==> config.mk <==
export PLATFORM = sky130hd
export DESIGN_NAME = qdrx_sram
export DESIGN_NICKNAME = d
export VERILOG_FILES = /design/src/rtl/qdrx_pkg.sv /design/src/rtl/qdrx_ctrl.sv /design/src/rtl/qdrx_store.sv /design/src/rtl/qdrx_rpipe.sv /design/src/rtl/qdrx_sram.sv
export SDC_FILE = /design/constraint.sdc
export NUM_CORES = 2
export LEC_CHECK = 0
export BUFFER_PORTS_ARGS = -buffer_cell sky130_fd_sc_hd__buf_2
export CAP_MARGIN = 20
export CORE_MARGIN = 5
export CORE_UTILIZATION = 45
export DETAILED_ROUTE_END_ITERATION = 12
export PLACE_DENSITY = 0.63
export RECOVER_POWER = 100
export SYNTH_ARGS = -nofsm -noshare
export SYNTH_HDL_FRONTEND = slang
export SYNTH_HIERARCHICAL = 1
export SYNTH_SLANG_ARGS = --single-unit
==> constraint.sdc <==
create_clock -name clk_i -period 4 [get_ports clk_i]
set_clock_uncertainty 0.2 [all_clocks]
set_input_delay 1 -clock clk_i [delete_from_list [all_inputs] [get_ports clk_i]]
set_output_delay 1 -clock clk_i [all_outputs]
set_load 0.05 [all_outputs]
==> src/rtl/qdrx_pkg.sv <==
package qdrx_pkg;
  localparam int WORD_W = 36;
  localparam int LANE_W = 9;
  localparam int LANES  = WORD_W / LANE_W;
  localparam int LAT_XT = 5;  // long mode, half-cycles
  localparam int LAT_CP = 2;  // short mode, half-cycles

  typedef logic [WORD_W-1:0] word_t;
  typedef logic [LANES-1:0]  lane_en_t;

  typedef struct packed {
    logic  v;
    word_t w0;
    word_t w1;
  } rd_slot_t;

  function automatic word_t lane_merge(word_t old_w, word_t new_w, lane_en_t en);
    word_t res;
    for (int l = 0; l < LANES; l++)
      res[l*LANE_W +: LANE_W] = en[l] ? new_w[l*LANE_W +: LANE_W] : old_w[l*LANE_W +: LANE_W];
    return res;
  endfunction
endpackage

==> src/rtl/qdrx_ctrl.sv <==
module qdrx_ctrl
  import qdrx_pkg::*;
#(
  parameter int ADDR_W = 4
) (
  input  logic              clk_i,
  input  logic              rst_ni,
  input  logic              mode_i,
  input  logic              rd_sel_ni,
  input  logic              wr_sel_ni,
  input  logic [ADDR_W-1:0] addr_i,
  input  word_t             wd_i,
  input  lane_en_t          be_i,
  output logic              phase_o,
  output logic              run_o,
  output logic              mode_o,
  output logic              rd_go_o,
  output logic              cmt_o,
  output logic [ADDR_W-1:0] cmt_addr_o,
  output word_t             cmt_w0_o,
  output lane_en_t          cmt_be0_o
);
  logic              phase_q, run_q, mode_q, pend_q;
  logic [ADDR_W-1:0] pend_a_q;
  word_t             pend_d_q;
  lane_en_t          pend_b_q;
  logic              wr_go;

  assign rd_go_o = !phase_q && !rd_sel_ni;
  assign wr_go   = phase_q && !wr_sel_ni;

  always_ff @(posedge clk_i or negedge rst_ni) begin
    if (!rst_ni) begin
      phase_q <= 1'b0;
      run_q   <= 1'b0;
      mode_q  <= 1'b1;
    end else begin
      phase_q <= !phase_q;
      if (!run_q) begin
        run_q  <= 1'b1;
        mode_q <= mode_i;
      end
    end
  end

  // word 0 staged in B; committed with word 1 at end of next A
  always_ff @(posedge clk_i or negedge rst_ni) begin
    if (!rst_ni) begin
      pend_q   <= 1'b0;
      pend_a_q <= '0;
      pend_d_q <= '0;
      pend_b_q <= '0;
    end else begin
      pend_q <= wr_go;
      if (wr_go) begin
        pend_a_q <= addr_i;
        pend_d_q <= wd_i;
        pend_b_q <= be_i;
      end
    end
  end

  assign phase_o    = phase_q;
  assign run_o      = run_q;
  assign mode_o     = mode_q;
  assign cmt_o      = pend_q;
  assign cmt_addr_o = pend_a_q;
  assign cmt_w0_o   = pend_d_q;
  assign cmt_be0_o  = pend_b_q;
endmodule

==> src/rtl/qdrx_store.sv <==
module qdrx_store
  import qdrx_pkg::*;
#(
  parameter int ADDR_W = 4
) (
  input  logic              clk_i,
  input  logic              rst_ni,
  input  logic              we_i,
  input  logic [ADDR_W-1:0] waddr_i,
  input  word_t [1:0]       wdata_i,
  input  lane_en_t [1:0]    wbe_i,
  input  logic [ADDR_W-1:0] raddr_i,
  output word_t [1:0]       rdata_o
);
  localparam int DEPTH = 1 << ADDR_W;

  for (genvar b = 0; b < 2; b++) begin : g_bank
    word_t mem [DEPTH];

    always_ff @(posedge clk_i or negedge rst_ni) begin
      if (!rst_ni) begin
        for (int i = 0; i < DEPTH; i++) mem[i] <= '0;
      end else if (we_i) begin
        mem[waddr_i] <= lane_merge(mem[waddr_i], wdata_i[b], wbe_i[b]);
      end
    end

    assign rdata_o[b] = mem[raddr_i];
  end
endmodule

==> src/rtl/qdrx_rpipe.sv <==
module qdrx_rpipe
  import qdrx_pkg::*;
(
  input  logic  clk_i,
  input  logic  rst_ni,
  input  logic  mode_i,
  input  logic  load_i,
  input  word_t w0_i,
  input  word_t w1_i,
  output logic  valid_o,
  output word_t data_o
);
  localparam int DEPTH = LAT_XT + 1;

  rd_slot_t pipe [DEPTH];
  rd_slot_t tap0, tap1;

  always_ff @(posedge clk_i or negedge rst_ni) begin
    if (!rst_ni) begin
      for (int i = 0; i < DEPTH; i++) pipe[i] <= '0;
    end else begin
      pipe[0] <= '{v: load_i, w0: w0_i, w1: w1_i};
      for (int i = 1; i < DEPTH; i++) pipe[i] <= pipe[i-1];
    end
  end

  always_comb begin
    tap0 = mode_i ? pipe[LAT_XT-1] : pipe[LAT_CP-1];
    tap1 = mode_i ? pipe[LAT_XT]   : pipe[LAT_CP];
    valid_o = tap0.v || tap1.v;
    if (tap0.v)      data_o = tap0.w0;
    else if (tap1.v) data_o = tap1.w1;
    else             data_o = '0;
  end
endmodule

==> src/rtl/qdrx_sram.sv <==
module qdrx_sram
  import qdrx_pkg::*;
#(
  parameter int ADDR_W = 4
) (
  input  logic              clk_i,
  input  logic              rst_ni,
  input  logic              mode_i,
  output logic              k_o,
  input  logic [ADDR_W-1:0] addr_i,
  input  logic              rd_sel_ni,
  input  logic              wr_sel_ni,
  input  logic [35:0]       wd_i,
  input  logic [3:0]        be_i,
  output logic [35:0]       rd_o,
  output logic              rvalid_o
);
  logic              phase, run_q, mode_q, rd_go, cmt;
  logic [ADDR_W-1:0] cmt_addr;
  word_t             cmt_w0, fw0, fw1;
  lane_en_t          cmt_be0;
  word_t [1:0]       st_rd;
  logic              hit;

  qdrx_ctrl #(.ADDR_W(ADDR_W)) u_ctrl (
    .clk_i, .rst_ni, .mode_i, .rd_sel_ni, .wr_sel_ni, .addr_i, .wd_i, .be_i,
    .phase_o(phase), .run_o(run_q), .mode_o(mode_q), .rd_go_o(rd_go),
    .cmt_o(cmt), .cmt_addr_o(cmt_addr), .cmt_w0_o(cmt_w0), .cmt_be0_o(cmt_be0)
  );

  qdrx_store #(.ADDR_W(ADDR_W)) u_store (
    .clk_i, .rst_ni,
    .we_i(cmt), .waddr_i(cmt_addr),
    .wdata_i({wd_i, cmt_w0}), .wbe_i({be_i, cmt_be0}),
    .raddr_i(addr_i), .rdata_o(st_rd)
  );

  // write committing at this edge is not yet in the array: merge it in
  assign hit = cmt && (cmt_addr == addr_i);
  assign fw0 = hit ? lane_merge(st_rd[0], cmt_w0, cmt_be0) : st_rd[0];
  assign fw1 = hit ? lane_merge(st_rd[1], wd_i, be_i) : st_rd[1];

  qdrx_rpipe u_rpipe (
    .clk_i, .rst_ni, .mode_i(mode_q), .load_i(rd_go),
    .w0_i(fw0), .w1_i(fw1), .valid_o(rvalid_o), .data_o(rd_o)
  );

  assign k_o = !phase;
endmodule

==> results.tsv <==
metric	value	unit
DP Area	85500	sq um
Final HPWL DP	179000	um
commonest cells after routing, fill and taps aside	dfrtp_1 (1597), mux2i_1 (1381), a21oi_1 (1025)	
status	finished with violations	
Final ANT Viol Nets	0	
commonest non-fill, non-tap cell in the layout	dfrtp_1	
TritonRoute pass-1 iters	9	
Total GRT Usage	30.5	%
DP Cell Count	8615	
unrepaired setup endpoints after global routing	false	
Fin Hold WS	0.123	ns
Syn Area/Cell	12.7	sq um
drt drc	0	
Slew HR	-51.5	%
via count	59600	
Reg power frac	47.0	%
Port Buffers	86	
Clock Tree Buf Depth	3	
Top FF cell, synth	dfrtp_1	
I/O pin cnt	87	
max-slew violations	1328	
Internal	38.8	mW
largest net degree at the start of global routing	143	
full die area	190000	sq um
Setup TNS Final	0	ns
Leakage	35.8	nW
WP data required	4.55	ns
Worst Path Arrival	4.51	ns
Comb power frac	23.3	%
fin area	91100	sq um
cell area after synthesis	81500	sq um
Synth Warn #	6	
first-pass GRT wire length	429000	um
Max Clock Freq	253	MHz
Die X	436	um
switching share of total power	32.5	%
Synth-to-Final Area Change	11.8	%
PD cells	630	nW/um^2
Initial DRC Count	7388	
latest clock arrival within the worst-skew pair	0.87	ns
Vias/cell	6.65	
CTS root buf	clkbuf_16	
EDFF count, synth	0	
Cell Rows	156	
Post-Layout Cell Count	8971	
overall power	57.4	mW
routed len/inst	32.8	um
Starting Density	45.1	%
CP max FO	31	
Psw	18.6	mW
Seq/Total Area, Yosys	49.2	%
Syn Nets	6491	
post-synth cell types	54	
CP Capture Type	register	
H-tree Lvls	4	
clock sink count	1602	
critical path launch point type	register	
Core Region	181000	sq um
Hold Crit Class	reg -> reg	
routed wire length	294000	um
Hold Fails Final Rpt	0	
initial antenna violation count	35	
actual slew at the worst max-slew pin	2.27	ns
fin util	50.5	%
share of cells above drive strength 1	21.0	%
Setup violations, final	0	
remaining global-route overflow	0	
Syn Inst Count	6442	
failing checks	max-capacitance violations, max-slew violations	
Die Height	436	um
RD Place Congestion	0.875	
WS Path Type	reg -> reg	
TritonCTS buffer count	173	
crit share post-route	98.9	%
post-layout net count	6482	
max_cap viols	26	
synthesized flop and latch total	1602	
clock network power share	29.6	%
fin crit period	3.96	ns
final setup margin	0.0435	ns
clock slew at reported path FFs	0.06	ns
vias in the first global route	59700	
ys async rst share	100	%
worst slack, placed	0.540	ns
Worst VDD drop	0.501	mV
CTS tree	done	
-- power groups by stage --
stage | combinational (mW) | clock, mW | sequential [mW]
after global placement | 12.8 | 0 | 26.9
after global routing | 14.7 | 17.9 | 27.6
final | 13.4 | 17.0 | 27.0
after detailed placement | 13.3 | 0 | 27.0
after CTS | 13.4 | 17.2 | 26.8
after floorplan | 10.7 | 0 | 24.5
-- repair_timing --
item                                    CTS  global route
buffers inserted                          1             6
endpoints found under the setup margin   37            12
gates cloned                              3             0
hold endpoints to repair                 22             0
hold buffers                              1             0
resized for setup                         6             3
-- flip-flops by register name, summed over array words and instances (netlist names) --
register            count
u_ctrl/run_o            1
u_ctrl/cmt_o            1
u_store/g_bank.mem   1152
u_ctrl/phase_o          1
u_ctrl/cmt_addr_o       4
u_ctrl/cmt_be0_o        4
u_ctrl/mode_o           1
u_ctrl/cmt_w0_o        36
u_rpipe/pipe          402
-- layout make-up --
| class | instances | area, sq um |
|---|---|---|
| Antenna cell | 27 | 67.6 |
| Clock buffer | 258 | 5100 |
| Clock inverter | 58 | 1010 |
| Fill cell | 15500 | 89500 |
| Inverter | 38 | 143 |
| Multi-Input combinational cell | 4231 | 38300 |
| Sequential cell | 1602 | 40100 |
| Tap cell | 2370 | 2970 |
| Timing Repair Buffer | 387 | 3360 |
-- metal layers --
| layer | part of all wire [%] | vias up | global-route usage (%) |
|---|---|---|---|
| li1 | - | 24200 | - |
| met1 | 38 | 30800 | 41.2 |
| met2 | 44 | 3741 | 44.4 |
| met3 | 12 | 923 | 8.97 |
| met4 | 6.3 | 16 | 16.5 |
| met5 | 0.034 | - | 0 |
-- synthesized netlist by cell type (all sizes together), types with 38 or more instances --
master   count  area, sq um
nand2       59          224
mux2       271         3220
a31oi       71          444
nand2b      76          475
dfrtp     1601        40100
buf        307         1820
clkbuf     264          998
o21bai      42          334
a222oi      41          410
nand3       44          233
a2bb2oi     41          359
inv         38          143
mux4       432         9730
mux2i     1385        13900
nor3        88          445
nor2       455         1840
a21oi     1028         5150
-- critical path, cell delays in order (launching register included) --
cell and delay (ns):
dfrtp_4 0.78, clkbuf_4 0.64, clkbuf_2 1.18, o21ai_0 0.70, a21oi_1 0.33
-- final timing paths --
path | cells after the start | end | slack, ns | startpoint
setup / recovery | 4 | u_store/g_bank[0].mem[551]$_DFFE_PN0P_ | 0.04 | u_ctrl/cmt_addr_o[0]$_DFFE_PN0P_
hold / removal | 0 | u_rpipe/pipe[253]$_DFF_PN0_ | 0.12 | u_rpipe/pipe[326]$_DFF_PN0_
setup reg to reg | 4 | u_store/g_bank[0].mem[551]$_DFFE_PN0P_ | 0.04 | u_ctrl/cmt_addr_o[0]$_DFFE_PN0P_
hold reg to reg | 0 | u_rpipe/pipe[253]$_DFF_PN0_ | 0.12 | u_rpipe/pipe[326]$_DFF_PN0_
max in group asynchronous | 4 | u_store/g_bank[1].mem[88]$_DFFE_PN0P_ | 0.44 | rst_ni
min in group asynchronous | 2 | u_rpipe/pipe[265]$_DFF_PN0_ | 0.47 | rst_ni
-- kinds of logic after synthesis --
family          synth area share [%]
compound gates                  9.61
simple gates                    4.62
mux                             32.9
other cells                  0.00460
xor+xnor                      0.0415
buf+inv                         3.63
flops                           49.2
(Power assumes the default switching activity.)
